### src/rtl/dmac_pkg.sv
package dmac_pkg;
  localparam logic [2:0] F_CTRL = 3'd0;
  localparam logic [2:0] F_SRCB = 3'd1;
  localparam logic [2:0] F_DSTB = 3'd2;
  localparam logic [2:0] F_SSZ  = 3'd3;
  localparam logic [2:0] F_DSZ  = 3'd4;
  localparam logic [2:0] F_CSZ  = 3'd5;
  localparam logic [2:0] F_CLR  = 3'd6;

  typedef enum logic [1:0] {E_IDLE = 2'd0, E_RD = 2'd1, E_WR = 2'd2} eng_e;
endpackage

### src/rtl/dmac_arb.sv
module dmac_arb #(
  parameter int NCH = 4,
  parameter int IW  = 2
) (
  input  logic [NCH-1:0]   req_i,
  input  logic [2*NCH-1:0] prio_i,
  output logic             any_o,
  output logic [IW-1:0]    idx_o
);
  logic [1:0] best_p;

  always_comb begin
    any_o  = 1'b0;
    idx_o  = '0;
    best_p = 2'd0;
    for (int ch = NCH - 1; ch >= 0; ch--) begin
      if (req_i[ch] && (!any_o || prio_i[2*ch +: 2] >= best_p)) begin
        any_o  = 1'b1;
        idx_o  = IW'(ch);
        best_p = prio_i[2*ch +: 2];
      end
    end
  end
endmodule

### src/rtl/dmac_chan.sv
module dmac_chan
  import dmac_pkg::*;
#(
  parameter int AW    = 8,
  parameter int NTRIG = 4
) (
  input  logic             clk,
  input  logic             rst_n,
  input  logic             cfg_we_i,
  input  logic [2:0]       cfg_field_i,
  input  logic [15:0]      cfg_wdata_i,
  input  logic [NTRIG-1:0] trig_i,
  input  logic             blk_done_lo_i,
  input  logic             blk_done_hi_i,
  input  logic             grant_i,
  input  logic             step_i,
  output logic             req_o,
  output logic [1:0]       prio_o,
  output logic [AW-1:0]    src_addr_o,
  output logic [AW-1:0]    dst_addr_o,
  output logic [AW-1:0]    csz_o,
  output logic             last_o,
  output logic             blk_done_o,
  output logic             en_o,
  output logic             done_o
);
  localparam int TSW = (NTRIG > 1) ? $clog2(NTRIG) : 1;

  logic           en_q, en_d, chain_q, chain_d, dir_q, dir_d;
  logic           acc_q, acc_d, auto_q, auto_d, pend_q, pend_d, done_q, done_d;
  logic [1:0]     prio_q, prio_d;
  logic [TSW-1:0] sel_q, sel_d;
  logic [AW-1:0]  sb_q, sb_d, db_q, db_d, ss_q, ss_d, ds_q, ds_d, cs_q, cs_d;
  logic [AW-1:0]  sp_q, sp_d, dp_q, dp_d, bp_q, bp_d, blk_max;
  logic           ev, chain_hit;

  assign ev         = trig_i[sel_q];
  assign blk_max    = (ss_q > ds_q) ? ss_q : ds_q;
  assign last_o     = (bp_q == blk_max - 1'b1);
  assign blk_done_o = step_i & last_o;
  assign chain_hit  = chain_q & (dir_q ? blk_done_hi_i : blk_done_lo_i);
  assign req_o      = pend_q & en_q;
  assign prio_o     = prio_q;
  assign src_addr_o = sb_q + sp_q;
  assign dst_addr_o = db_q + dp_q;
  assign csz_o      = cs_q;
  assign en_o       = en_q;
  assign done_o     = done_q;

  always_comb begin
    en_d = en_q; chain_d = chain_q; dir_d = dir_q; acc_d = acc_q; auto_d = auto_q;
    prio_d = prio_q; sel_d = sel_q; done_d = done_q;
    sb_d = sb_q; db_d = db_q; ss_d = ss_q; ds_d = ds_q; cs_d = cs_q;
    sp_d = sp_q; dp_d = dp_q; bp_d = bp_q;
    pend_d = (pend_q & ~grant_i) | (ev & (en_q | acc_q));
    if (step_i) begin
      if (last_o) begin
        sp_d = '0; dp_d = '0; bp_d = '0;
        done_d = 1'b1;
        if (!auto_q) en_d = 1'b0;
      end else begin
        sp_d = (sp_q == ss_q - 1'b1) ? '0 : sp_q + 1'b1;
        dp_d = (dp_q == ds_q - 1'b1) ? '0 : dp_q + 1'b1;
        bp_d = bp_q + 1'b1;
      end
    end
    if (chain_hit) en_d = 1'b1;
    if (cfg_we_i) begin
      case (cfg_field_i)
        F_CTRL: begin
          en_d = cfg_wdata_i[0]; chain_d = cfg_wdata_i[1]; dir_d = cfg_wdata_i[2];
          acc_d = cfg_wdata_i[3]; auto_d = cfg_wdata_i[4];
          prio_d = cfg_wdata_i[6:5]; sel_d = cfg_wdata_i[8 +: TSW];
        end
        F_SRCB:  sb_d = cfg_wdata_i[AW-1:0];
        F_DSTB:  db_d = cfg_wdata_i[AW-1:0];
        F_SSZ:   ss_d = cfg_wdata_i[AW-1:0];
        F_DSZ:   ds_d = cfg_wdata_i[AW-1:0];
        F_CSZ:   cs_d = cfg_wdata_i[AW-1:0];
        F_CLR:   done_d = 1'b0;
        default: ;
      endcase
    end
  end

  always_ff @(posedge clk or negedge rst_n) begin
    if (!rst_n) begin
      en_q <= 1'b0; chain_q <= 1'b0; dir_q <= 1'b0; acc_q <= 1'b0; auto_q <= 1'b0;
      pend_q <= 1'b0; done_q <= 1'b0; prio_q <= '0; sel_q <= '0;
      sb_q <= '0; db_q <= '0; ss_q <= '0; ds_q <= '0; cs_q <= '0;
      sp_q <= '0; dp_q <= '0; bp_q <= '0;
    end else begin
      en_q <= en_d; chain_q <= chain_d; dir_q <= dir_d; acc_q <= acc_d; auto_q <= auto_d;
      pend_q <= pend_d; done_q <= done_d; prio_q <= prio_d; sel_q <= sel_d;
      sb_q <= sb_d; db_q <= db_d; ss_q <= ss_d; ds_q <= ds_d; cs_q <= cs_d;
      sp_q <= sp_d; dp_q <= dp_d; bp_q <= bp_d;
    end
  end

  p_wrap_block_r3: assert property (@(posedge clk) disable iff (!rst_n)
    step_i && last_o |=> sp_q == '0 && dp_q == '0);
  p_block_end_r4: assert property (@(posedge clk) disable iff (!rst_n)
    blk_done_o && !auto_q && !chain_hit && !cfg_we_i |=> !en_q && done_q);
  p_done_sticky_r5: assert property (@(posedge clk) disable iff (!rst_n)
    done_q && !(cfg_we_i && cfg_field_i == F_CLR) |=> done_q);
  p_grant_req_r7: assert property (@(posedge clk) disable iff (!rst_n)
    grant_i |-> req_o);
  p_drop_r8: assert property (@(posedge clk) disable iff (!rst_n)
    !en_q && !acc_q && !pend_q && !cfg_we_i |=> !pend_q);
  p_chain_en_r9: assert property (@(posedge clk) disable iff (!rst_n)
    chain_hit && !cfg_we_i |=> en_q);
  p_merge_r10: assert property (@(posedge clk) disable iff (!rst_n)
    pend_q && !grant_i |=> pend_q);
endmodule

### src/rtl/dmac_top.sv
module dmac_top
  import dmac_pkg::*;
#(
  parameter int NCH   = 4,
  parameter int NTRIG = 4,
  parameter int AW    = 8
) (
  input  logic                   clk,
  input  logic                   rst_n,
  input  logic                   cfg_we,
  input  logic [$clog2(NCH)-1:0] cfg_chan,
  input  logic [2:0]             cfg_field,
  input  logic [15:0]            cfg_wdata,
  input  logic [NTRIG-1:0]       trig,
  output logic [AW-1:0]          mem_addr,
  output logic                   mem_we,
  output logic [7:0]             mem_wdata,
  input  logic [7:0]             mem_rdata,
  output logic [NCH-1:0]         done,
  output logic [NCH-1:0]         chan_en,
  output logic                   busy
);
  localparam int IW = $clog2(NCH);

  eng_e            state_q, state_d;
  logic [IW-1:0]   act_q, act_d, win_idx;
  logic [AW-1:0]   cnt_q, cnt_d;
  logic            win_any;
  logic [NCH-1:0]  req_w, grant_w, step_w, last_w, blkd_w, lo_w, hi_w;
  logic [2*NCH-1:0] prio_w;
  logic [AW-1:0]   src_a [NCH];
  logic [AW-1:0]   dst_a [NCH];
  logic [AW-1:0]   csz_a [NCH];

  for (genvar i = 0; i < NCH; i++) begin : g_ch
    if (i == 0) begin : g_lo0
      assign lo_w[i] = 1'b0;
    end else begin : g_lo
      assign lo_w[i] = blkd_w[i-1];
    end
    if (i == NCH - 1) begin : g_hiN
      assign hi_w[i] = 1'b0;
    end else begin : g_hi
      assign hi_w[i] = blkd_w[i+1];
    end
    assign grant_w[i] = (state_q == E_IDLE) && win_any && (win_idx == IW'(i));
    assign step_w[i]  = (state_q == E_WR) && (act_q == IW'(i));

    dmac_chan #(.AW(AW), .NTRIG(NTRIG)) u_chan (
      .clk(clk), .rst_n(rst_n),
      .cfg_we_i(cfg_we && cfg_chan == IW'(i)), .cfg_field_i(cfg_field),
      .cfg_wdata_i(cfg_wdata), .trig_i(trig),
      .blk_done_lo_i(lo_w[i]), .blk_done_hi_i(hi_w[i]),
      .grant_i(grant_w[i]), .step_i(step_w[i]),
      .req_o(req_w[i]), .prio_o(prio_w[2*i +: 2]),
      .src_addr_o(src_a[i]), .dst_addr_o(dst_a[i]), .csz_o(csz_a[i]),
      .last_o(last_w[i]), .blk_done_o(blkd_w[i]),
      .en_o(chan_en[i]), .done_o(done[i])
    );
  end

  dmac_arb #(.NCH(NCH), .IW(IW)) u_arb (
    .req_i(req_w), .prio_i(prio_w), .any_o(win_any), .idx_o(win_idx)
  );

  always_comb begin
    state_d = state_q;
    act_d   = act_q;
    cnt_d   = cnt_q;
    case (state_q)
      E_IDLE: if (win_any) begin
        act_d = win_idx; cnt_d = '0; state_d = E_RD;
      end
      E_RD: state_d = E_WR;
      E_WR: begin
        if (cnt_q == csz_a[act_q] - 1'b1 || last_w[act_q]) begin
          state_d = E_IDLE;
        end else begin
          cnt_d = cnt_q + 1'b1; state_d = E_RD;
        end
      end
      default: state_d = E_IDLE;
    endcase
  end

  always_ff @(posedge clk or negedge rst_n) begin
    if (!rst_n) begin
      state_q <= E_IDLE; act_q <= '0; cnt_q <= '0;
    end else begin
      state_q <= state_d; act_q <= act_d; cnt_q <= cnt_d;
    end
  end

  always_comb begin
    case (state_q)
      E_RD:    mem_addr = src_a[act_q];
      E_WR:    mem_addr = dst_a[act_q];
      default: mem_addr = '0;
    endcase
  end
  assign mem_we    = (state_q == E_WR);
  assign mem_wdata = mem_rdata;
  assign busy      = (state_q != E_IDLE);

  p_rd_then_wr_r2: assert property (@(posedge clk) disable iff (!rst_n)
    state_q == E_RD |=> mem_we);
  p_no_back2back_r2: assert property (@(posedge clk) disable iff (!rst_n)
    mem_we |=> !mem_we);
  p_single_step_r2: assert property (@(posedge clk) disable iff (!rst_n)
    $onehot0(step_w));
endmodule

### config.mk
export PLATFORM = sky130hd
export DESIGN_NAME = dmac_top
export DESIGN_NICKNAME = d
export VERILOG_FILES = /design/src/rtl/dmac_pkg.sv /design/src/rtl/dmac_arb.sv /design/src/rtl/dmac_chan.sv /design/src/rtl/dmac_top.sv
export SDC_FILE = /design/constraint.sdc
export NUM_CORES = 1
export LEC_CHECK = 0
export ABC_AREA = 1
export BUFFER_PORTS_ARGS = -buffer_cell sky130_fd_sc_hd__clkbuf_2
export CORE_MARGIN = 8
export CORE_UTILIZATION = 45
export DETAILED_ROUTE_END_ITERATION = 10
export GPL_ROUTABILITY_DRIVEN = 0
export HOLD_SLACK_MARGIN = 0.15
export MAX_ROUTING_LAYER = met4
export SLEW_MARGIN = 20
export SYNTH_ARGS = -nofsm -noshare
export SYNTH_HDL_FRONTEND = slang
export SYNTH_HIERARCHICAL = 1
export SYNTH_SLANG_ARGS = --single-unit
### constraint.sdc
create_clock -name clk -period 6 [get_ports clk]
set_clock_uncertainty 0.2 [all_clocks]
set_input_delay 1.2 -clock clk [delete_from_list [all_inputs] [get_ports clk]]
set_output_delay 1.2 -clock clk [all_outputs]
set_load 0.05 [all_outputs]
* After elaboration in Yosys (flattened, before gate mapping)
Index checks and enable logic that the tools add are counted.
** Word-level totals
- Flip-flop bits (word level) :: 312
- Bits in latches :: 0
- RAM bits :: 0
- Bits in read-only memories :: 0
- Bits of input ports :: 36
- Output and inout port bits :: 26
- Word-level logic and storage cells :: 344
- Memories kept :: 0
** Cells by class
- $add $sub $neg :: 34
- $mul :: 0
- Divide/modulo/power cells :: 0
- $lt $le $gt $ge :: 13
- Equal/unequal tests :: 32
- Shifts and indexed selects :: 0
- Muxes and demuxes :: 105
- Bitwise logic cells :: 33
- Reductions and logical operators :: 56
** Operators with widths (count)
- 8-bit 2-to-1 mux :: 32
- 8-bit by 1-bit adder with 8-bit output, second input constant :: 13
- 8-bit == test :: 13
- 8-bit by 1-bit subtractor with 8-bit output, second input constant :: 13
- 8-bit adder :: 8
- 1-bit 2-to-1 mux :: 54
- 2-bit AND reduction :: 25
- 8-bit binary-select mux with 2-bit select :: 3
- 8-bit greater-than comparator :: 4
- 8-bit one-hot mux with 2 select lines :: 2
- 1-bit bitwise AND :: 20
- 1-bit logical AND :: 16
- 2-bit 2-to-1 mux :: 8
- 2-bit by 3-bit less-than comparator with 1-bit output, second input constant :: 5
- 2-bit == test, second input constant :: 7
- 1-bit binary-select mux with 2-bit select :: 5
- 3-bit == test, second input constant :: 3
- 2-bit by 1-bit == test with 1-bit output, second input constant :: 4
- 2-bit zero test :: 4
- 1-bit OR :: 8
- 3-bit by 2-bit == test with 1-bit output, second input constant :: 2
- 2-bit >= comparator :: 3
- 2-bit one-hot mux with 3 select lines :: 1
- 1-bit logical OR :: 4
- 9 further kinds :: 16

* Logic depth before layout (Yosys ltp)
Gate-level depths: netlist of run 1.
- Depth after elaboration :: 19
- Mapped depth :: 30
- Gate-level depth less buffers :: 30

* Modules after synthesis
The synthesis of run 1 kept the hierarchy.
** By module, submodules not included
- dmac_chan (g_ch[0].u_chan ...) :: instances 3, cells an instance 614, area each 5029.8 um^2, seq. area each 1876.8 um^2
- dmac_chan (g_ch[1].u_chan) :: instances 1, cells an instance 619, area each 4780.8 um^2, seq. area each 1876.8 um^2
- dmac_top :: instances 1, cells an instance 389, area each 2188.3 um^2, seq. area each 300.3 um^2
- dmac_arb :: instances 1, cells an instance 52, area each 306.5 um^2, seq. area each 0.0 um^2

* Least setup slack after synthesis of run 1
OpenSTA, ideal clock, no wires.
- Kind :: reg2out
- From :: reg g_ch[3].u_chan.dp_q[0]
- To :: out mem_addr[6]
- Data arrival time :: 2.709 ns
- Slack :: 1.891 ns
- Cell stages (with the launch flop) :: 12
- Buffers on the path :: 0
- Path through :: dfrtp_1 ha_1 inv_1 fa_1 o21ai_0 a21oi_1 o21ai_0 xor2_1 nand3_1 nand3_1 nand2_1 a21oi_1
** RTL lines
- start: declaration :: line dmac_chan.sv:34 : logic [AW-1:0] sp_q, sp_d, dp_q, dp_d, bp_q, bp_d, blk_max;
- start signal: assignment :: line dmac_chan.sv:96 : sp_q <= sp_d; dp_q <= dp_d; bp_q <= bp_d;
- end: declaration :: line dmac_top.sv:15 : output logic [AW-1:0] mem_addr,

==> flow_metrics.tcl, run 1 <==
set metrics [dict create \
    outcome "complete, no violations" \
    finalCoreUtilization_pct 49.7 \
    chipHeight_um 239 \
    relSlewSlack_pct 30.8 \
    drt-total-wl_um 62400 \
    grt_max_degree 119 \
    antenna_found_initial 0 \
    path_max_fanout 6 \
    viasPerCell 5.26 \
    final-setup-viol-count 0 \
    synth_edf_count 0 \
    drtIter0Drc 1356 \
    min_path_type "register to register" \
    syn2layout_area_growth_pct 9.05 \
    worstHoldEndpoint "g_ch[2].u_chan/auto_q" \
    seq_area_frac_synth_pct 34.9 \
    drcViolationCount 0 \
    combPwrFrac_pct 48.0 \
    hpwl_um 46700 \
    cp_cell_sequence "ha_1 > inv_1 > fa_1 > o21ai_0 > a21oi_1 > o21ai_0 > xor2_1 > a22oi_1 > nand3_1 > nand2_1 > a21oi_1 > clkbuf_2" \
    power_density_nw_per_um2 421 \
    reg2regPathDepth 23 \
    syn_area_um2 22400 \
    postCtsSetupRepairBufs 0 \
    clk_latency_ns 0.55 \
    setup_tns_ns 0 \
    cts_hold_buf 0 \
    crit_family "compound AO/OA/AOI/OAI gates" \
    hold_viol_final 0 \
    r2r_start "g_ch[1].u_chan/ds_q[5]" \
    die_w_um 239 \
    ys_dominant_reg_cell "dfrtp_1" \
    ff2ff_setup_slack_ns 1.52 \
    coreArea_um2 49100 \
    ant_nets 0 \
    cts_tree "built" \
    synth_area_leaders "dfrtp_1 35%, nand2_1 12%, ha_1 7.0%, inv_1 6.0%, o21ai_0 5.8%" \
    async_flop_share_pct 100 \
    synth_commonest_cells "725 x nand2_1, 355 x inv_1, 312 x dfrtp_1, 261 x o21ai_0, 252 x nand3_1" \
    num_vias 19000 \
    synth_seq_cells 312 \
    max_freq_mhz 191 \
    startpoint_type "register" \
    min_path_cells 2 \
    cellLeakagePower_nw 12.0 \
    synth_warnings 6 \
    routedWlPerCell_um 17.3 \
    avgSynthCellArea_um2 7.71 \
    dr.pass1.iters 5 \
    arrival_ns 3.84 \
    grt.total_usage_pct 22.6 \
    slowest_delay_ns 0.51 \
    synth_top_area_share_pct 34.9 \
    p_switching_mw 4.62 \
    max_slew.worst_pin.slew_ns 1.03 \
    period_share_pct 87.4 \
    clk_pin_slew_worst_paths_ns 0.06 \
    row_count 81 \
    synthCells 2902 \
    required_ns 4.60 \
    grt_pass1_wl_um 100000 \
    final_nets 3089 \
    maxCapViolCount 0 \
    cp_num_buf_inv 2 \
    p_int_mw 5.65 \
    cts_resized 0 \
    end_kind "output pin" \
    cts_sinks 312 \
    io_buffers 39 \
    die_area_um2 57100 \
    final_layout_size_suffix_gt1_share_pct 11.7 \
    rsz0062_at_grt "no" \
    r2r_end "g_ch[2].u_chan/en_o" \
    hp-start "g_ch[2].u_chan/auto_q" \
    clock_path_buffers 3 \
    period_minus_slack_ns 5.24 \
    gr-total-overflow 0 \
    slew_violations 0 \
    fin_hold_ws_ns 0.287 \
    ys_types 54 \
    path_class "register to output pin" \
    grt_pass1_vias 18300 \
    start_util_pct 45.6 \
    clock-root-buffer "clkbuf_16" \
    swShare_pct 45.0 \
    clkPwrFrac_pct 23.5 \
    io_pins 62 \
    diodes 0 \
    cts_made_buffers 38 \
    yosysMostFrequentCell "nand2_1" \
    cp_slowest_cell "a21oi_1" \
    cts.htree.levels 2 \
    peakVddDrop_uv 220 \
    synth_top_cell_by_area "dfrtp_1" \
    pwr-share-seq_pct 28.6 \
]
## power groups by stage
stage	sequential [mW]	clock (mW)	combinational [mW]
after floorplan	2.84	0	3.95
after CTS	2.93	2.48	4.92
after global placement	2.95	0	4.78
after detailed placement	2.96	0	4.89
final	2.94	2.41	4.92
after global routing	2.99	2.57	5.53
## placed cells by master, fill, tap and decap left out, types with 36 or more instances in the layout
cell type / count
a21oi_1: 77
clkbuf_16: 39
clkbuf_2: 38
dfrtp_1: 312
ha_1: 125
inv_1: 355
nand2_1: 725
nand2_2: 36
nand3_1: 252
nor2_1: 117
o21ai_0: 261
o21ai_2: 37
xnor2_1: 60
xor2_1: 149
## how the worst max path moves through the flow
stage	startpoint	to	slack [ns]	depth (start not counted)
after floorplan	g_ch[3].u_chan/dp_q[0]	mem_addr[6]	1.89	11
after global placement	g_ch[0].u_chan/dp_q[0]	mem_addr[6]	1.47	12
after detailed placement	g_ch[0].u_chan/dp_q[0]	mem_addr[6]	1.45	12
after CTS	g_ch[0].u_chan/dp_q[0]	mem_addr[6]	0.84	12
after global routing	g_ch[0].u_chan/dp_q[0]	mem_addr[6]	0.64	12
final	g_ch[0].u_chan/dp_q[0]	mem_addr[6]	0.76	12
## kinds of logic after synthesis
group	count (synthesis)	share of synthesized area, %
and+or+nand+nor	1347	28.9
muxes	8	0.403
other	1	0.0168
DFF	312	34.9
buffers and inverters	443	8.08
adders and majority gates	133	7.71
xor gates and xnor gates	209	8.18
AOI/OAI and AO/OA	449	11.8
## area by class of cell
| cell class | instances | area [µm²] |
|---|---|---|
| tap | 664 | 831 |
| sequential | 312 | 7810 |
| timing repair buffer | 48 | 298 |
| clock inverter | 11 | 169 |
| multi-input combinational | 2148 | 12800 |
| inverter | 372 | 1400 |
| clock buffer | 57 | 1120 |
| fill | 4818 | 24700 |
## worst reg2reg max path, stage by stage, from the launching register on
cell and delay, ns:
dfrtp_1 0.44, inv_1 0.09, ha_1 0.30, nand2_1 0.06
nor2_2 0.12, nand4_2 0.32, nand2_2 0.35, nand2_1 0.15
nand2_2 0.16, ha_1 0.23, nand3_1 0.11, nor2_2 0.15
nand3_1 0.10, nand3_1 0.09, nand2_1 0.06, nor2_2 0.20
nand2_4 0.17, inv_4 0.12, nand2_4 0.12, inv_1 0.18
o21ai_0 0.11, o21ai_0 0.35, inv_1 0.07, a21oi_1 0.14
## sequential cells by signal, indices dropped and copies added (netlist names), 8 cells and up
name and count:
g_ch.u_chan/ds_q 32, g_ch.u_chan/sp_q 32, g_ch.u_chan/csz_o 32, g_ch.u_chan/prio_o 8, g_ch.u_chan/db_q 32, g_ch.u_chan/dp_q 32, g_ch.u_chan/bp_q 32, g_ch.u_chan/sb_q 32
g_ch.u_chan/sel_q 8, g_ch.u_chan/ss_q 32, cnt_q 8
## routing by layer
| layer | share of wire (%) | global-route usage, % | routed length [µm] |
|---|---|---|---|
| met2 | 45 | 34.7 | 28100 |
| met4 | 3.4 | 7.36 | 2120 |
| met5 | 0 | - | 0 |
| met1 | 46 | 30.0 | 28900 |
| met3 | 5.4 | 4.18 | 3380 |
## metrics by stage
step / power [mW] / std cells / area, µm² / setup WS, ns
4_1_cts: 10.3 / 3612 / 24400 / 0.839
5_1_grt: 11.1 / 3612 / 24400 / 0.636
3_5_place_dp: 7.85 / 3544 / 23100 / 1.45
6_report: 10.3 / 3612 / 24400 / 0.756
2_1_floorplan: 6.79 / 2903 / 22400 / 1.89
3_3_place_gp: 7.73 / 3544 / 23100 / 1.47
No activity file was read; power rests on OpenSTA's default activity.
==> run 2, diff against run 1 <==
--- a/config.mk
+++ b/config.mk
@@ -13,7 +13,7 @@
 export GPL_ROUTABILITY_DRIVEN = 0
 export HOLD_SLACK_MARGIN = 0.15
 export MAX_ROUTING_LAYER = met4
-export SLEW_MARGIN = 20
+export SLEW_MARGIN = 25
 export SYNTH_ARGS = -nofsm -noshare
 export SYNTH_HDL_FRONTEND = slang
 export SYNTH_HIERARCHICAL = 1
==> constraint.sdc (replaced) <==
create_clock -name clk -period 6 [get_ports clk]
set_clock_uncertainty 0.2 [all_clocks]
set_input_delay 0.3 -clock clk [delete_from_list [all_inputs] [get_ports clk]]
set_output_delay 0.3 -clock clk [all_outputs]
set_load 0.05 [all_outputs]
==> run 2 against run 1 <==
Sequential share of layout area decreased by 0.39 points. Worst setup slack improved by 0.88 ns. Register-to-register slack improved by 0.12 ns. First-iteration DRC count increased by 17%. Die area unchanged. Largest cell class unchanged. Largest power group unchanged.
==> flow_metrics.tcl, run 2 (synthesized netlist as in run 1, its figures left out) <==
set metrics [dict create \
    end_kind "register" \
    reg2regPathDepth 23 \
    drtIter0Drc 1580 \
    gr-total-overflow 0 \
    io_pins 62 \
    maxCapViolCount 0 \
    relSlewSlack_pct 33.2 \
    max_freq_mhz 229 \
    final_nets 3113 \
    n_fill_cell 4776 \
    die_area_um2 57100 \
    antenna_found_initial 0 \
    fin_ws_ns 1.64 \
    final_common_cell "nand2_1" \
    postCtsSetupRepairBufs 0 \
    arrival_ns 4.64 \
    viasPerCell 5.22 \
    slew_violations 0 \
    setup_tns_ns 0 \
    r2r_end "g_ch[2].u_chan/en_o" \
    final-setup-viol-count 0 \
    dp_slack_ns 1.65 \
    period_share_pct 72.7 \
    path_max_fanout 14 \
    cts_tree "built" \
    drcViolationCount 0 \
    period_minus_slack_ns 4.36 \
    rsz0062_at_grt "no" \
    grt.total_usage_pct 22.5 \
    crit_path_start "g_ch[1].u_chan/ds_q[5]" \
    r2r_start "g_ch[1].u_chan/ds_q[5]" \
    clock-root-buffer "clkbuf_16" \
    cts_sinks 312 \
    grt_pass1_vias 18300 \
    chipHeight_um 239 \
    clock_path_buffers 3 \
    hold_viol_final 0 \
    diodes 0 \
    ant_nets 0 \
    cts_made_buffers 39 \
    cts_resized 0 \
    dr.pass1.iters 8 \
    power_density_nw_per_um2 421 \
    min_path_type "input port to asynchronous set/reset pin" \
    die_w_um 239 \
    io_buffers 39 \
    routedWlPerCell_um 17.1 \
    ff2ff_setup_slack_ns 1.64 \
    peakVddDrop_uv 303 \
    max_slew.worst_pin.slew_ns 1.00 \
    hpwl_um 46700 \
    grt_max_degree 148 \
    num_vias 19000 \
    mostFrequentLayoutCells "725 x nand2_1, 355 x inv_1, 312 x dfrtp_1, 261 x o21ai_0, 252 x nand3_1" \
    path_class "register to register" \
    start_util_pct 45.6 \
    clk_pin_slew_worst_paths_ns 0.06 \
    syn2layout_area_growth_pct 10.4 \
    coreArea_um2 49100 \
    clk_latency_ns 0.56 \
    drt-total-wl_um 62100 \
    cts.htree.levels 2 \
    required_ns 6.28 \
    final_layout_size_suffix_gt1_share_pct 11.9 \
    row_count 81 \
    totalPowerFinal_mw 10.4 \
    cellLeakagePower_nw 12.1 \
    grt_pass1_wl_um 99900 \
    startpoint_type "register" \
    outcome "complete, no violations" \
]
[run 2: cell types whose count changed in the layout (fill, tap and decap cells not counted)]
cell / delta
nor2_2: +1
dlygate4sd3_1: +23
clkbuf_1: -6
buf_12: -1
nor2_1: -1
buf_4: +1
clkinvlp_4: +2
clkinv_4: +1
inv_8: +1
bufinv_16: +2
clkinv_2: +5
clkbuf_8: -1
[run 2: cell type report]
type	instances	area [µm²]	area share, %
multi-input cells	2148	12800	51.7
repair buffers	71	515	2.09
clock inverters	22	289	1.17
inverters	372	1400	5.67
flip-flops and latches	312	7810	31.6
well taps	664	831	3.36
clock buffers	50	1090	4.40
[run 2: how the worst max path moves through the flow]
stage                                  to  slack [ns]  cells after the start
floorplan           g_ch[2].u_chan/pend_q        2.42                     27
global placement      g_ch[2].u_chan/en_o        1.71                     23
detailed placement    g_ch[2].u_chan/en_o        1.65                     23
CTS                   g_ch[2].u_chan/en_o        1.62                     23
global route          g_ch[2].u_chan/en_o        1.22                     23
finish                g_ch[2].u_chan/en_o        1.64                     23
[run 2: per-layer routing]
metal,vias to the layer above,wire length [µm],track usage (%)
met5,-,0,-
met4,0,2060,7.69
met3,108,3770,4.03
met2,415,28200,35.4
met1,8970,28100,29.2
li1,9492,-,-
[run 2: power by group]
| part | leakage [nW] | switching (mW) | internal (mW) |
|---|---|---|---|
| combinational | 7.37 | 3.24 | 1.71 |
| sequential | 4.09 | 0.440 | 2.48 |
| clock | 0.676 | 0.967 | 1.55 |
| total | 12.1 | 4.64 | 5.74 |
[run 2: stage by stage]
stage	instance area [µm²]	utilization, %	std cells	hold slack [ns]
3_3_place_gp	23100	47.1	3544	0.183
6_report	24700	50.3	3639	0.162
2_1_floorplan	22400	-	2903	-0.196
5_1_grt	24700	50.3	3639	0.199
3_5_place_dp	23100	47.1	3544	0.189
4_1_cts	24700	50.3	3639	0.171
[run 2: critical path, cell delays in order, from the launching register on]
cell,delay [ns]
dfrtp_1,0.44
inv_1,0.09
ha_1,0.30
nand2_1,0.07
nor2_2,0.12
nand4_2,0.31
nand2_2,0.36
nand2_1,0.14
nand2_2,0.15
ha_1,0.22
nand3_1,0.11
nor2_2,0.16
nand3_1,0.09
nand3_1,0.09
nand2_1,0.07
nor2_2,0.19
nand2_4,0.16
inv_4,0.11
nand2_4,0.12
inv_1,0.18
o21ai_0,0.10
o21ai_0,0.25
inv_1,0.08
a21oi_1,0.14
[run 2: repair_timing]
item,in CTS,in global routing
hold buffers,23,0
hold endpoints to repair,171,0
endpoints found under the setup margin,0,0
==> run 3, diff against run 2 <==
--- a/config.mk
+++ b/config.mk
@@ -5,7 +5,7 @@
 export SDC_FILE = /design/constraint.sdc
 export NUM_CORES = 1
 export LEC_CHECK = 0
-export ABC_AREA = 1
+export ABC_AREA = 0
 export BUFFER_PORTS_ARGS = -buffer_cell sky130_fd_sc_hd__clkbuf_2
 export CORE_MARGIN = 8
 export CORE_UTILIZATION = 45
==> constraint.sdc (replaced) <==
create_clock -name clk -period 3.8 [get_ports clk]
set_clock_uncertainty 0.2 [all_clocks]
set_input_delay 0.19 -clock clk [delete_from_list [all_inputs] [get_ports clk]]
set_output_delay 0.19 -clock clk [all_outputs]
set_load 0.05 [all_outputs]
==> run 3 against run 2 <==
The run now ends with setup timing left. Clock-buffer cell count is 2 higher. Register-to-register slack got worse by 2.3 ns. Die area shrank 3.5%. Design area increased by 5.8%. Utilization grew 4.7 points. Via count is 7.6% lower. Power grew 56%. Wire length increased by 0.29%. Sequential power rose by 58%. Cell count shrank 16%.
==> flow_metrics.tcl, run 3 <==
set metrics [dict create \
    outcome "finished, violations left" \
    failed_checks "setup timing" \
    min_path_type "input port to output pin" \
    clk_latency_ns 0.56 \
    final_nets 2599 \
    synth_commonest_cells "312 x dfrtp_1, 159 x mux2_2, 153 x nand2_1, 131 x inv_1, 125 x ha_1" \
    regArea_um2 7820 \
    path_max_fanout 7 \
    end_kind "register" \
    seq_area_frac_synth_pct 36.3 \
    p_switching_mw 6.26 \
    pwr-share-seq_pct 28.5 \
    num_vias 17500 \
    hold_viol_final 0 \
    io_pins 62 \
    final_layout_size_suffix_gt1_share_pct 28.7 \
    ys_types 96 \
    mostFrequentLayoutCells "301 x dfrtp_1, 231 x buf_4, 155 x mux2_2, 149 x nand2_1, 126 x inv_1" \
    final-setup-viol-count 43 \
    drcViolationCount 0 \
    antenna_found_initial 2 \
    cp_slowest_cell "mux4_2" \
    ys_dominant_reg_cell "dfrtp_1" \
    syn2layout_area_growth_pct 21.3 \
    hpwl_um 44800 \
    grt_pass1_wl_um 99300 \
    synth_edf_count 0 \
    synthCells 2154 \
    routedWlPerCell_um 20.3 \
    async_flop_share_pct 100 \
    max_freq_mhz 226 \
    multi_input_area_um2 13500 \
    dpl_cell_area_um2 24000 \
    slowest_delay_ns 0.47 \
    synth_area_leaders "dfrtp_1 36%, mux2_2 8.3%, ha_1 7.3%, xnor2_1 4.5%, xor2_1 4.4%" \
    cp_common_cell "ha_4" \
    cts_sinks 312 \
    row_count 80 \
    final_common_cell "dfrtp_1" \
    chipHeight_um 235 \
    maxCapViolCount 0 \
    arrival_ns 4.70 \
    avgSynthCellArea_um2 10.0 \
    fin_ws_ns -0.619 \
    clock-root-buffer "clkbuf_16" \
    die_area_um2 55100 \
    die_w_um 235 \
    cts_tree "built" \
    cp_cell_sequence "ha_4 > and2b_1 > o211ai_2 > nand2_1 > a32o_2 > nor2_4 > ha_4 > xor2_4 > or3_1 > o32ai_2 > a211oi_4 > a2111oi_4 > and4_4 > mux4_2 > a21o_1 > a31o_4 > or3_4 > a21oi_2" \
    start_util_pct 45.4 \
    max_slew.worst_pin.slew_ns 1.09 \
    cellLeakagePower_nw 11.9 \
    io_buffers 39 \
    power_density_nw_per_um2 620 \
    slew_violations 0 \
    startpoint_type "register" \
    synth_warnings 6 \
    gr-total-overflow 0 \
    syn_area_um2 21500 \
    grt_pass1_vias 17700 \
    diodes 0 \
    n_fill_cell 4223 \
    required_ns 4.08 \
    final_area_um2 26100 \
    relSlewSlack_pct 27.5 \
    clk_pin_slew_worst_paths_ns 0.06 \
    setup_tns_ns -13.19 \
    drtIter0Drc 1083 \
    dp_slack_ns -0.640 \
    synth_seq_cells 312 \
    viasPerCell 5.71 \
    period_share_pct 116 \
    grt.total_usage_pct 22.8 \
    clkPwrFrac_pct 23.0 \
    combPwrFrac_pct 48.6 \
    coreArea_um2 47400 \
    synth_top_cell_by_area "dfrtp_1" \
    cts_made_buffers 38 \
    synth_top_area_share_pct 36.3 \
    ant_nets 0 \
    yosysMostFrequentCell "dfrtp_1" \
    drt-total-wl_um 62300 \
    rsz0062_at_grt "yes" \
    dr.pass1.iters 5 \
    path_class "register to register" \
    period_minus_slack_ns 4.42 \
    peakVddDrop_uv 466 \
    grt_max_degree 73 \
    cts.htree.levels 2 \
    clock_path_buffers 3 \
    swShare_pct 38.6 \
    p_int_mw 9.94 \
]
run 3: cell count changes in the layout (fill, tap and decap cells not counted), sizes merged, moves of 54 or more:
| cell | change |
|---|---|
| buf | +233 |
| nand2 | -637 |
| o21ai | -190 |
| mux2 | +152 |
| inv | -244 |
| nor2 | -58 |
| nor2b | +54 |
| xnor2 | +56 |
| nand3 | -216 |
run 3: metal layers:
metal	part of all wire (%)	vias to the layer above	routed length [µm]	GRT usage (%)
li1	-	8304	-	-
met1	45	8720	28300	29.9
met2	47	401	29400	36.6
met3	4.8	112	3010	3.41
met4	2.6	0	1630	6.03
met5	0	-	0	-
run 3: path summary, 6_finish.rpt:
path | start | endpoint | slack, ns | depth (start not counted)
max in group asynchronous | rst_n | g_ch[3].u_chan/ss_q[0] | 2.03 | 4
min | mem_rdata[1] | mem_wdata[1] | 0.18 | 0
min in group asynchronous | rst_n | g_ch[1].u_chan/db_q[0] | 0.57 | 3
max | g_ch[1].u_chan/ss_q[1] | cnt_q[4] | -0.62 | 18
max reg2reg | g_ch[1].u_chan/ss_q[1] | cnt_q[4] | -0.62 | 18
min reg2reg | g_ch[2].u_chan/chain_q | g_ch[2].u_chan/chain_q | 0.30 | 1
run 3: final cells by class:
type	instances	share of cell area, %
clock inverter	13	0.647
inverter	132	1.90
clock buffer	52	4.19
tap	615	2.95
sequential	312	29.9
multi-input combinational	1645	51.5
timing repair buffer	301	8.85
run 3: worst max-delay path: cells and delay by family (launching register included):
family	cells	cell delay, ns
DFF	1	0.41
xor gates and xnor gates	1	0.20
AOI/OAI and AO/OA	8	1.54
and+or+nand+nor	6	1.09
adders and majority gates	2	0.44
muxes	1	0.47
run 3: power groups by stage:
stage,combinational (mW),sequential (mW),clock [mW]
6_report,7.87,4.61,3.73
5_1_grt,8.53,4.70,3.95
4_1_cts,7.56,4.59,3.81
3_5_place_dp,7.27,4.64,0
3_3_place_gp,7.10,4.61,0
2_1_floorplan,4.97,4.54,0
run 3: timing repair:
item | 4_1_cts | 5_1_grt
gates cloned | 1 | 0
setup endpoints to repair | 47 | 49
pin swaps | 24 | 10
buffers inserted | 10 | 14
endpoints found under the hold margin | 304 | 0
hold buffers | 22 | 0
gates resized for setup | 46 | 49
run 3: cell families (layout without fill, tap and decap cells):
group	after synthesis	in the layout	synth area share, %
and+or+nand+nor	644	644	16.0
AOI/OAI and AO/OA	440	441	14.1
DFF	312	312	36.3
xor gates and xnor gates	230	230	9.89
buffers and inverters	199	498	4.03
muxes	195	195	11.7
adders and majority gates	133	133	8.01
other	1	2	0.0174
run 3: through the flow:
stage               util (%)  hold slack, ns  cells  power (mW)
floorplan                  -          -0.306   2155        9.51
global placement        50.6          0.0885   2958        11.7
detailed placement      50.6          0.0928   2958        11.9
CTS                     54.3           0.170   3056        16.0
global route            55.1           0.180   3070        17.2
finish                  55.1           0.180   3070        16.2
